$ cat config.mk
export PLATFORM = sky130hd
export DESIGN_NAME = stack_ptr_engine
export DESIGN_NICKNAME = d
export VERILOG_FILES = /design/src/rtl/stkeng_pkg.sv /design/src/rtl/stkeng_ptr.sv /design/src/rtl/stkeng_ctrl.sv /design/src/rtl/stkeng_dp.sv /design/src/rtl/stack_ptr_engine.sv
export SDC_FILE = /design/constraint.sdc
export NUM_CORES = 1
export LEC_CHECK = 0
export BUFFER_PORTS_ARGS = -buffer_cell sky130_fd_sc_hd__buf_2
export CAP_MARGIN = 20
export CORE_UTILIZATION = 50
export CTS_CLUSTER_SIZE = 28
export DETAILED_ROUTE_END_ITERATION = 16
export HOLD_SLACK_MARGIN = 0.1
export PLACE_DENSITY = 0.76
export SLEW_MARGIN = 20
export SYNTH_ARGS = -nofsm -noshare
export SYNTH_HDL_FRONTEND = slang
export SYNTH_HIERARCHICAL = 1
export SYNTH_SLANG_ARGS = --single-unit
$ cat constraint.sdc
create_clock -name clk -period 5.7 [get_ports clk]
set_clock_uncertainty 0.15 [all_clocks]
set_input_delay 1.71 -clock clk [delete_from_list [all_inputs] [get_ports clk]]
set_output_delay 1.71 -clock clk [all_outputs]
set_load 0.02 [all_outputs]
$ cat src/rtl/stkeng_pkg.sv
package stkeng_pkg;

  typedef enum logic [2:0] {
    OP_NONE   = 3'd0,
    OP_CALL   = 3'd1,
    OP_INTENT = 3'd2,
    OP_RET    = 3'd3,
    OP_RETI   = 3'd4,
    OP_PUSH   = 3'd5,
    OP_POP    = 3'd6,
    OP_LOAD   = 3'd7
  } stkOp_e;

  typedef enum logic [1:0] {
    AS_RSP    = 2'd0,
    AS_RSP_M1 = 2'd1,
    AS_OSP    = 2'd2,
    AS_OSP_M1 = 2'd3
  } addrSel_e;

  typedef enum logic [1:0] {
    WS_LOW  = 2'd0,
    WS_HIGH = 2'd1,
    WS_PUSH = 2'd2
  } wrSel_e;

  // strobes from control to datapath, one cycle each
  typedef struct packed {
    logic     capSave;   // latch pc, flags, push byte at accept
    logic     ldRsp;
    logic     ldOsp;
    logic     rspInc;
    logic     rspDec;
    logic     ospInc;
    logic     ospDec;
    addrSel_e addrSel;
    wrSel_e   wrSel;
    logic     ramWe;
    logic     ramRe;
    logic     capHigh;   // keep flags/high byte for second read
    logic     capPc;     // assemble restored pc
    logic     capFlags;  // restore flags too
    logic     capPop;
  } strobe_t;

endpackage

$ cat src/rtl/stkeng_ptr.sv
module stkeng_ptr #(
  parameter int W = 8
) (
  input  logic         clk,
  input  logic         rstN,
  input  logic         ld,
  input  logic         inc,
  input  logic         dec,
  input  logic [W-1:0] ldVal,
  output logic [W-1:0] ptr,
  output logic [W-1:0] ptrM1
);

  localparam logic [W-1:0] ONE = W'(1);

  always_ff @(posedge clk) begin
    if (!rstN)    ptr <= '0;
    else if (ld)  ptr <= ldVal;
    else if (inc) ptr <= ptr + ONE;
    else if (dec) ptr <= ptr - ONE;
  end

  assign ptrM1 = ptr - ONE;

endmodule

$ cat src/rtl/stkeng_ctrl.sv
module stkeng_ctrl
  import stkeng_pkg::*;
(
  input  logic       clk,
  input  logic       rstN,
  input  logic       opValid,
  input  logic [2:0] opCode,
  input  logic       loadSel,
  output strobe_t    stb,
  output logic       busy,
  output logic       done,
  output logic       intEnClr,
  output logic       intEnSet
);

  typedef enum logic [1:0] {ST_IDLE, ST_FIRST, ST_SECOND, ST_FIN} state_e;

  state_e state, stateNxt;
  stkOp_e curOp, inOp;
  logic   accept;
  logic   saveOp, restoreOp;

  assign inOp      = stkOp_e'(opCode);
  assign accept    = opValid && (inOp != OP_NONE) &&
                     ((state == ST_IDLE) || (state == ST_FIN));
  assign saveOp    = (curOp == OP_CALL) || (curOp == OP_INTENT);
  assign restoreOp = (curOp == OP_RET)  || (curOp == OP_RETI);

  always_comb begin
    stateNxt = state;
    unique case (state)
      ST_IDLE, ST_FIN: begin
        if (accept) stateNxt = (inOp == OP_LOAD) ? ST_FIN : ST_FIRST;
        else        stateNxt = ST_IDLE;
      end
      ST_FIRST:  stateNxt = (saveOp || restoreOp) ? ST_SECOND : ST_FIN;
      ST_SECOND: stateNxt = ST_FIN;
      default:   stateNxt = ST_IDLE;
    endcase
  end

  always_ff @(posedge clk) begin
    if (!rstN) begin
      state <= ST_IDLE;
      curOp <= OP_NONE;
    end else begin
      state <= stateNxt;
      if (accept) curOp <= inOp;
    end
  end

  always_comb begin
    stb         = '0;
    stb.addrSel = AS_RSP;
    stb.wrSel   = WS_LOW;
    stb.capSave = accept;
    stb.ldRsp   = accept && (inOp == OP_LOAD) && !loadSel;
    stb.ldOsp   = accept && (inOp == OP_LOAD) &&  loadSel;
    if (state == ST_FIRST) begin
      unique case (curOp)
        OP_CALL, OP_INTENT: begin
          stb.addrSel = AS_RSP;
          stb.wrSel   = WS_LOW;
          stb.ramWe   = 1'b1;
          stb.rspInc  = 1'b1;
        end
        OP_RET, OP_RETI: begin
          stb.addrSel = AS_RSP_M1;
          stb.ramRe   = 1'b1;
          stb.capHigh = 1'b1;
          stb.rspDec  = 1'b1;
        end
        OP_PUSH: begin
          stb.addrSel = AS_OSP_M1;
          stb.wrSel   = WS_PUSH;
          stb.ramWe   = 1'b1;
          stb.ospDec  = 1'b1;
        end
        OP_POP: begin
          stb.addrSel = AS_OSP;
          stb.ramRe   = 1'b1;
          stb.capPop  = 1'b1;
          stb.ospInc  = 1'b1;
        end
        default: ;
      endcase
    end else if (state == ST_SECOND) begin
      if (saveOp) begin
        stb.addrSel = AS_RSP;
        stb.wrSel   = WS_HIGH;
        stb.ramWe   = 1'b1;
        stb.rspInc  = 1'b1;
      end else if (restoreOp) begin
        stb.addrSel  = AS_RSP_M1;
        stb.ramRe    = 1'b1;
        stb.capPc    = 1'b1;
        stb.capFlags = (curOp == OP_RETI);
        stb.rspDec   = 1'b1;
      end
    end
  end

  assign busy     = (state == ST_FIRST) || (state == ST_SECOND);
  assign done     = (state == ST_FIN);
  assign intEnClr = (state == ST_FIRST) && (curOp == OP_INTENT);
  assign intEnSet = (state == ST_FIN)   && (curOp == OP_RETI);

endmodule

$ cat src/rtl/stkeng_dp.sv
module stkeng_dp
  import stkeng_pkg::*;
#(
  parameter int ADDR_W = 8,
  parameter int DATA_W = 8,
  parameter int PC_W   = 14
) (
  input  logic              clk,
  input  logic              rstN,
  input  strobe_t           stb,
  input  logic [ADDR_W-1:0] loadValue,
  input  logic [PC_W-1:0]   pcIn,
  input  logic              carryIn,
  input  logic              zeroIn,
  input  logic [DATA_W-1:0] pushData,
  input  logic [DATA_W-1:0] ramRdata,
  output logic [ADDR_W-1:0] ramAddr,
  output logic [DATA_W-1:0] ramWdata,
  output logic [PC_W-1:0]   pcOut,
  output logic              carryOut,
  output logic              zeroOut,
  output logic [DATA_W-1:0] popData,
  output logic [ADDR_W-1:0] rspOut,
  output logic [ADDR_W-1:0] ospOut
);

  localparam int HI_W   = PC_W - DATA_W;
  localparam int N_PTR  = 2;
  localparam int IX_RSP = 0;
  localparam int IX_OSP = 1;

  logic [N_PTR-1:0]  ldV, incV, decV;
  logic [ADDR_W-1:0] ptrV   [N_PTR];
  logic [ADDR_W-1:0] ptrM1V [N_PTR];

  assign ldV[IX_RSP]  = stb.ldRsp;
  assign ldV[IX_OSP]  = stb.ldOsp;
  assign incV[IX_RSP] = stb.rspInc;
  assign incV[IX_OSP] = stb.ospInc;
  assign decV[IX_RSP] = stb.rspDec;
  assign decV[IX_OSP] = stb.ospDec;

  for (genvar g = 0; g < N_PTR; g++) begin : gPtr
    stkeng_ptr #(.W(ADDR_W)) u_ptr (
      .clk   (clk),
      .rstN  (rstN),
      .ld    (ldV[g]),
      .inc   (incV[g]),
      .dec   (decV[g]),
      .ldVal (loadValue),
      .ptr   (ptrV[g]),
      .ptrM1 (ptrM1V[g])
    );
  end

  assign rspOut = ptrV[IX_RSP];
  assign ospOut = ptrV[IX_OSP];

  logic [PC_W-1:0]   savePc;
  logic              saveC, saveZ;
  logic [DATA_W-1:0] pushReg;
  logic [DATA_W-1:0] highReg;

  always_ff @(posedge clk) begin
    if (!rstN) begin
      savePc  <= '0;
      saveC   <= 1'b0;
      saveZ   <= 1'b0;
      pushReg <= '0;
    end else if (stb.capSave) begin
      savePc  <= pcIn;
      saveC   <= carryIn;
      saveZ   <= zeroIn;
      pushReg <= pushData;
    end
  end

  always_comb begin
    unique case (stb.addrSel)
      AS_RSP:    ramAddr = ptrV[IX_RSP];
      AS_RSP_M1: ramAddr = ptrM1V[IX_RSP];
      AS_OSP:    ramAddr = ptrV[IX_OSP];
      default:   ramAddr = ptrM1V[IX_OSP];
    endcase
  end

  always_comb begin
    unique case (stb.wrSel)
      WS_LOW:  ramWdata = savePc[DATA_W-1:0];
      WS_HIGH: ramWdata = {saveC, saveZ, savePc[PC_W-1:DATA_W]};
      default: ramWdata = pushReg;
    endcase
  end

  always_ff @(posedge clk) begin
    if (!rstN) begin
      highReg  <= '0;
      pcOut    <= '0;
      carryOut <= 1'b0;
      zeroOut  <= 1'b0;
      popData  <= '0;
    end else begin
      if (stb.capHigh) highReg <= ramRdata;
      if (stb.capPc)   pcOut   <= {highReg[HI_W-1:0], ramRdata};
      if (stb.capFlags) begin
        carryOut <= highReg[DATA_W-1];
        zeroOut  <= highReg[DATA_W-2];
      end
      if (stb.capPop)  popData <= ramRdata;
    end
  end

endmodule

$ cat src/rtl/stack_ptr_engine.sv
module stack_ptr_engine
  import stkeng_pkg::*;
#(
  parameter int ADDR_W = 8,
  parameter int DATA_W = 8,
  parameter int PC_W   = 14
) (
  input  logic              clk,
  input  logic              rstN,
  input  logic              opValid,
  input  logic [2:0]        opCode,
  input  logic              loadSel,
  input  logic [ADDR_W-1:0] loadValue,
  input  logic [PC_W-1:0]   pcIn,
  input  logic              carryIn,
  input  logic              zeroIn,
  input  logic [DATA_W-1:0] pushData,
  output logic              busy,
  output logic              done,
  output logic              intEnClr,
  output logic              intEnSet,
  output logic [ADDR_W-1:0] ramAddr,
  output logic              ramWe,
  output logic              ramRe,
  output logic [DATA_W-1:0] ramWdata,
  input  logic [DATA_W-1:0] ramRdata,
  output logic [PC_W-1:0]   pcOut,
  output logic              carryOut,
  output logic              zeroOut,
  output logic [DATA_W-1:0] popData,
  output logic [ADDR_W-1:0] pspOut,
  output logic [ADDR_W-1:0] dspOut
);

  strobe_t stb;

  stkeng_ctrl u_ctrl (
    .clk      (clk),
    .rstN     (rstN),
    .opValid  (opValid),
    .opCode   (opCode),
    .loadSel  (loadSel),
    .stb      (stb),
    .busy     (busy),
    .done     (done),
    .intEnClr (intEnClr),
    .intEnSet (intEnSet)
  );

  stkeng_dp #(.ADDR_W(ADDR_W), .DATA_W(DATA_W), .PC_W(PC_W)) u_dp (
    .clk       (clk),
    .rstN      (rstN),
    .stb       (stb),
    .loadValue (loadValue),
    .pcIn      (pcIn),
    .carryIn   (carryIn),
    .zeroIn    (zeroIn),
    .pushData  (pushData),
    .ramRdata  (ramRdata),
    .ramAddr   (ramAddr),
    .ramWdata  (ramWdata),
    .pcOut     (pcOut),
    .carryOut  (carryOut),
    .zeroOut   (zeroOut),
    .popData   (popData),
    .rspOut    (pspOut),
    .ospOut    (dspOut)
  );

  assign ramWe = stb.ramWe;
  assign ramRe = stb.ramRe;

endmodule

After elaboration in Yosys (flattened, before gate mapping)
Index checks and enable logic that the tools add are counted.
- bits in registers: 77
- $add $sub $neg: 4
- eq/ne operators: 13
- reductions and logical operators: 23
- muxes and demuxes: 36
- operator list (kind ; count):
    2-to-1 mux 8 bit ; 6
    case mux 8 bit (3 select lines) ; 1
    2-to-1 mux 2 bit ; 11
    adder 8 x 1 -> 8 bit (second input constant) ; 2
    case mux 8 bit (2 select lines) ; 1
    subtractor 8 x 1 -> 8 bit (second input constant) ; 2
    equality test 3 bit (second input constant) ; 4
    2-to-1 mux 1 bit ; 12
    2-to-1 mux 6 bit ; 2
    case mux 2 bit (3 select lines) ; 2
    nonzero test 3 bit ; 3
    logical AND 1 bit ; 7
    equality test 2 x 1 -> 1 bit (second input constant) ; 3
    equality test 2 bit (second input constant) ; 3
    equality test 3 x 2 -> 1 bit (second input constant) ; 2
    zero test 2 bit ; 3
    case mux 3 bit (2 select lines) ; 1
    OR reduction 2 bit ; 3
    logical OR 1 bit ; 5
    equality test 3 x 1 -> 1 bit (second input constant) ; 1
    OR reduction 3 bit ; 1
    zero test 1 bit ; 1

Longest topological paths before layout
Gate-level depths: netlist of the first run.
- depth after elaboration: 9
- gate-level depth with buffers: 11

Cells and area by module
The synthesis of the first run kept the hierarchy.
- modules (own cells, without submodules) (module ; times used ; seq. area each (sq um) ; cells each ; area each (sq um)):
    stkeng_dp ; 1 ; 1121.1 ; 217 ; 2471.1
    stkeng_ptr at u_dp.gPtr[0].u_ptr ; 1 ; 160.2 ; 91 ; 658.1
    stkeng_ptr at u_dp.gPtr[1].u_ptr ; 1 ; 160.2 ; 84 ; 629.4
    stkeng_ctrl ; 1 ; 100.1 ; 65 ; 440.4

Worst setup path after synthesis of the first run
No wires, ideal clock.
- kind: register to output
- from: register u_dp.gPtr[0].u_ptr.ptr[2]
- to: output port ramAddr[5]
- arrival time: 2.054 ns
- stages on the path, launching flop included: 7
- path slack: 1.786 ns
- required time: 3.840 ns
- buffers on the path: 2
- path through: dfxtp_1 buf_6 or3_1 clkbuf_1 or3_2 xnor2_1 mux4_2
- RTL lines (element ; line ; source):
    start: declaration ; stkeng_ptr.sv:10 ; output logic [W-1:0] ptr,
    start signal: assignment ; stkeng_ptr.sv:18 ; else if (ld) ptr <= ldVal;
    start signal: assignment ; stkeng_ptr.sv:19 ; else if (inc) ptr <= ptr + ONE;
    start signal: assignment ; stkeng_ptr.sv:20 ; else if (dec) ptr <= ptr - ONE;
    end: declaration ; stack_ptr_engine.sv:22 ; output logic [ADDR_W-1:0] ramAddr,

==> results of run 1 <==
cell usage in the layout, fill, tap and decap left out, drive strengths merged, types with 3 or more instances in the layout:
cell / n
a211oi: 3
a21boi: 3
a21oi: 6
and2: 3
and3: 4
buf: 113
clkbuf: 9
dfxtp: 77
ha: 7
inv: 24
mux2i: 64
mux4: 8
nand2: 33
nand2b: 6
nand3: 13
nand4: 8
nor2: 21
nor2b: 57
nor3: 6
o21ai: 30
o22ai: 4
or3: 7
or4: 3
xnor2: 9
xor2: 8
layer usage:
metal,track usage,vias to the layer above,wire [um]
li1,-,1770,-
met1,0.2970,1739,4511
met2,0.3836,122,4565
met3,0.06016,19,604
met4,0.08205,0,186
met5,0,-,0
through the flow:
stage               total power, mW  setup WS (ns)  cell area (um^2)    util  hold slack, ns
floorplan                     1.216          1.786              4199       -          0.3173
global placement              1.337          1.469              4708  0.5759          0.3396
detailed placement            1.358          1.404              4708  0.5759          0.3527
CTS                           1.764          1.001              4896  0.5989          0.3749
global route                  1.866          1.137              4900  0.5993          0.3949
finish                        1.760          1.299              4900  0.5993          0.3744
area by class of cell:
type                    instances  area share
multi-input cells             329      0.4877
clock buffers                   9     0.02528
clock inverters                 7     0.01302
well taps                     105     0.02681
repair buffers                113      0.1180
inverters                      19     0.01456
flip-flops and latches         77      0.3146
synth_stat cells, drive strengths merged (3+ instances only):
master / instances
ha: 7
clkbuf: 16
inv: 19
o22ai: 4
a21boi: 3
a21oi: 6
xor2: 8
nand2: 33
nor3: 6
nand2b: 6
mux2i: 64
nand4: 8
and3: 4
nor2b: 57
buf: 16
mux4: 8
a211oi: 3
or4: 3
and2: 3
dfxtp: 77
nand3: 13
or3: 7
xnor2: 9
nor2: 21
o21ai: 30
power by group:
| group | switching [mW] | internal, mW | leakage, nW |
|---|---|---|---|
| Sequential | 0.0713 | 0.608 | 0.625 |
| Clock | 0.232 | 0.169 | 0.0960 |
| Combinational | 0.382 | 0.298 | 1.28 |
how the worst min path moves through the flow:
stage                                   endpoint  slack, ns  depth (start not counted)
finish              u_dp/pushReg[4]$_SDFFE_PN0P_       0.37                          2
global route        u_dp/pushReg[4]$_SDFFE_PN0P_       0.39                          2
global placement    u_ctrl/curOp[1]$_SDFFE_PN0P_       0.34                          2
floorplan           u_ctrl/curOp[1]$_SDFFE_PN0P_       0.32                          2
CTS                 u_ctrl/curOp[1]$_SDFFE_PN0P_       0.37                          2
detailed placement    u_dp/pcOut[6]$_SDFFE_PN0P_       0.35                          2
flip-flops by register name, indices dropped and copies added (netlist names):
name,cells
u_dp/gPtr.u_ptr/ptr,16
u_ctrl/curOp,3
u_dp/savePc,14
u_dp/zeroOut,1
u_dp/saveZ,1
u_dp/pcOut,14
u_dp/popData,8
u_dp/carryOut,1
u_dp/highReg,8
u_ctrl/state,2
u_dp/saveC,1
u_dp/pushReg,8
worst register-to-register path: stages, from the launching register on:
cell and delay (ns):
dfxtp_1 0.37, ha_1 0.26, nand2_1 0.10, or2_2 0.33
inv_1 0.58, nand2b_1 0.10, or4_1 0.50, and3_1 0.20
a21boi_2 0.12
logic make-up (layout without fill, tap and decap cells):
family          after synthesis  count (layout)  synth area share
compound gates               61              61           0.08969
simple gates                172             172            0.2262
fa+ha+maj                     7               7           0.02086
xor+xnor                     17              17           0.03546
mux                          72              72            0.1955
buf+inv                      51             148           0.06526
flops                        77              77            0.3671
==> results.cfg, run 1 <==
[outcome]
status = finished, final reports clean

[yosys]
syn-num-nets = 511
synth_edf_count = 0
yosysTopAreaCell = dfxtp_1
synth_ff_type = dfxtp_1
ys_types = 52
ys_seq_area_frac = 0.3671
ys_ff_latch = 77
synth_warnings = 6
synth_top_area_frac = 0.3671
async_flop_share = 0
synth_area_mm2 = 0.004199
syn_avg_cell_area_um2 = 9.188
synthCells = 457
synth_area_leaders = dfxtp_1 (37%), mux2i_1 (15%), nor2b_1 (8.5%)

[floorplan]
row_count = 33
core_mm2 = 0.008175
die_area_mm2 = 0.008768
dieHeight_um = 93.64
dieWidth_um = 93.64
start_util = 0.5136
ios = 109

[routing]
viasPerCell = 5.539
ant_nets = 0
route.detailed.drc = 0
routed_wl_um = 9867
num_vias = 3650
firstDrtPassIters = 5
dr.first_iter.drc_count = 159
wl_per_cell_um = 14.97

[finish]
fill_cells = 726
area.growth.synth_to_final_pct = 16.69
diodes = 0
final_nets = 603
instances_no_fill = 659
multi_input_area_mm2 = 0.002390
ff_latch_area_mm2 = 0.001541
drive_above_1_share = 0.2708

[worst_setup_path]
crit_chain = inv_1 > ha_1 > nand2b_1 > nor2_1 > mux2i_1 > o21ai_0 > buf_2
cp_slowest_stage_delay_ns = 0.77
end_kind = output pin
crit_end = ramWdata[0]
worstReg2RegEnd = u_dp/gPtr[1].u_ptr/ptr[7]$_SDFFE_PN0P_
ff2ff_path_depth = 8
crit_arrival_ns = 2.54
crit_path_top_delay_cell = nor2_1
cp_top_family = simple AND/OR/NAND/NOR gates
crit_buf_inv = 2
crit_type = register to output pin
startpoint = u_ctrl/state[1]$_SDFF_PN0_
crit_fanout = 8
cp.required_ns = 3.84
worst-path-stages = 7
rr_startpoint = u_ctrl/state[0]$_SDFF_PN0_
startpoint_type = register
r2r_slack_ns = 2.92

[timing]
report.final.setup_viol = 0
relSlewSlack = 0.3093
slew_violations = 0
hold_violations = 0
fin_tns_setup_ns = 0
rsz0062_at_grt = false
finalCritPeriodShare = 0.7720
worst_pin_slew_ns = 1.034
min_period_ns = 4.401
fmax_ghz = 0.2272

[clocking]
numCtsBuffers = 9
cts_hold_buffers = 0
cts_tree = done
cts_resized = 0
insertion_delay_ns = 0.35
cts.sinks = 77
path_clk_slew_ns = 0.09
clock-root-buffer = clkbuf_8
cts_max_level = 3
cts_buffer_depth = 2
post_cts_buffers = 0

[placed_design]
portBuffers = 108
dpl.hpwl_um = 6929
dp_cells = 643
gp_congestion = 0.8901

[pwr]
p_leak_nw = 1.999
powerDensity_mw_per_mm2 = 359.2
vdd.ir_drop.worst_v = 0.0001986

[job]
drv_cap = 0

[grt]
grt_max_degree = 85
grt_overflow = 0
grt_pass1_wl_um = 16040
antenna_found_initial = 0
grt_pass1_vias = 3400
track_usage = 0.2339

[min_path]
worstHoldStart = u_dp/pushReg[4]$_SDFFE_PN0P_
hold_class = register to register
Note: power is estimated with default switching activity, not from simulation.
==> run 2, diff against run 1 <==
--- a/config.mk
+++ b/config.mk
@@ -7,7 +7,7 @@
 export LEC_CHECK = 0
 export BUFFER_PORTS_ARGS = -buffer_cell sky130_fd_sc_hd__buf_2
 export CAP_MARGIN = 20
-export CORE_UTILIZATION = 50
+export CORE_UTILIZATION = 48
 export CTS_CLUSTER_SIZE = 28
 export DETAILED_ROUTE_END_ITERATION = 16
 export HOLD_SLACK_MARGIN = 0.1
==> constraint.sdc (replaced) <==
create_clock -name clk -period 3.6 [get_ports clk]
set_clock_uncertainty 0.15 [all_clocks]
set_input_delay 1.08 -clock clk [delete_from_list [all_inputs] [get_ports clk]]
set_output_delay 1.08 -clock clk [all_outputs]
set_load 0.02 [all_outputs]
==> results.cfg, run 2 (synthesis gave the netlist of run 1 again) <==
[clocking]
path_clk_slew_ns = 0.08
numCtsBuffers = 9
clock-root-buffer = clkbuf_8
cts_max_level = 3
cts_hold_buffers = 0
insertion_delay_ns = 0.35
cts_tree = done
cts.sinks = 77
cts_buffer_depth = 2

[timing]
report.final.setup_viol = 0
fmax_ghz = 0.2840
slew_violations = 0
relSlewSlack = 0.4574
min_period_ns = 3.522
hold_violations = 0
worst_pin_slew_ns = 0.8139
finalCritPeriodShare = 0.9782

[finish]
final_nets = 611
layout_common_cells = buf_2 (105), dfxtp_1 (70), mux2i_1 (64)
area.growth.synth_to_final_pct = 19.55
mostFrequentLayoutCell = buf_2
drive_above_1_share = 0.3043
diodes = 0
instances_no_fill = 667
largest_register_ffs = 16
regMostFlops = u_dp/gPtr.u_ptr/ptr
largestRegisters = u_dp/gPtr.u_ptr/ptr x16, u_dp/pcOut x14, u_dp/savePc x14

[worst_setup_path]
crit_fanout = 8
r2r_slack_ns = 1.15
startpoint_type = register
crit_type = register to output pin
cp.required_ns = 2.37
end_kind = output pin
crit_arrival_ns = 2.29

[routing]
ant_nets = 0
firstDrtPassIters = 5
wl_per_cell_um = 15.03
route.detailed.drc = 0
num_vias = 3653
dr.first_iter.drc_count = 132
viasPerCell = 5.477
routed_wl_um = 10020

[placed_design]
dpl.hpwl_um = 7253
gp_congestion = 0.8828
portBuffers = 108
dp_cells = 649

[grt]
track_usage = 0.2279
grt_pass1_wl_um = 16080
antenna_found_initial = 0
grt_max_degree = 51
grt_pass1_vias = 3399
grt_overflow = 0

[min_path]
hold_class = register to register

[floorplan]
ios = 109
row_count = 33
dieWidth_um = 95.53
dieHeight_um = 95.53
start_util = 0.5035
core_mm2 = 0.008341
die_area_mm2 = 0.009126

[job]
drv_cap = 0

[pwr]
powerDensity_mw_per_mm2 = 568.9
total_power_mw = 2.856
vdd.ir_drop.worst_v = 0.0003124
p_leak_nw = 2.036

[outcome]
status = finished, final reports clean
[run 2: cell types whose count changed in the layout (fill, tap and decap cells not counted), moves of 2 or more]
cell,previous run,this run
clkinvlp_4,1,3
buf_4,5,16
inv_8,3,0
dfxtp_4,0,2
ha_4,0,2
dfxtp_1,77,70
or3_4,0,2
inv_1,19,17
inv_2,0,2
ha_1,7,5
dfxtp_2,0,5
buf_2,108,105
[run 2: per-stage QoR]
step | hold WS [ns] | setup TNS, ns | area, um^2 | setup WS (ns) | util
floorplan | 0.3173 | 0 | 4199 | 0.3161 | -
global placement | 0.3404 | 0 | 4753 | 0.3301 | 0.5699
detailed placement | 0.3522 | 0 | 4753 | 0.2762 | 0.5699
CTS | 0.3708 | -0.02416 | 4976 | -0.02416 | 0.5966
global route | 0.3903 | -0.01008 | 5020 | -0.008708 | 0.6019
finish | 0.3687 | 0 | 5020 | 0.07843 | 0.6019
[run 2: power breakdown]
group / internal (mW) / switching (mW)
clock: 0.272 / 0.332
combinational: 0.547 / 0.622
sequential: 0.970 / 0.112
total: 1.79 / 1.07
[run 2: critical path: stages (launching register included)]
cell	delay, ns
dfxtp_4	0.38
inv_1	0.10
ha_4	0.16
or3b_4	0.39
nor3_2	0.21
xor2_1	0.09
mux4_2	0.45
buf_2	0.17
[run 2: area by class of cell]
cell class,instances,area (um^2)
clock buffer,10,137.6
clock inverter,6,45.04
fill,764,3321
inverter,19,71.32
multi-input combinational,329,2434
sequential,77,1555
tap,105,131.4
timing repair buffer,121,645.6
[run 2: repair_timing]
action | CTS | global route
pin swaps | 1 | 3
resized for setup | 9 | 16
endpoints found under the hold margin | 0 | 0
setup buffers | 0 | 2
gates cloned | 0 | 0
setup endpoints to repair | 8 | 8
[run 2: routing by layer]
layer / wire length, um / GRT usage / up-vias
met5: 0 / 0 / -
met4: 90 / 0.07960 / 0
met3: 632 / 0.05104 / 9
met2: 4754 / 0.3798 / 127
met1: 4545 / 0.2889 / 1738
li1: - / - / 1779
[run 2: final timing paths]
check / cells after the start / from / end
max: 7 / u_dp/gPtr[0].u_ptr/ptr[1]$_SDFFE_PN0P_ / ramAddr[6]
min: 2 / u_dp/carryOut$_SDFFE_PN0P_ / u_dp/carryOut$_SDFFE_PN0P_
max reg2reg: 9 / u_ctrl/state[1]$_SDFF_PN0_ / u_dp/gPtr[1].u_ptr/ptr[7]$_SDFFE_PN0P_
min reg2reg: 2 / u_dp/carryOut$_SDFFE_PN0P_ / u_dp/carryOut$_SDFFE_PN0P_
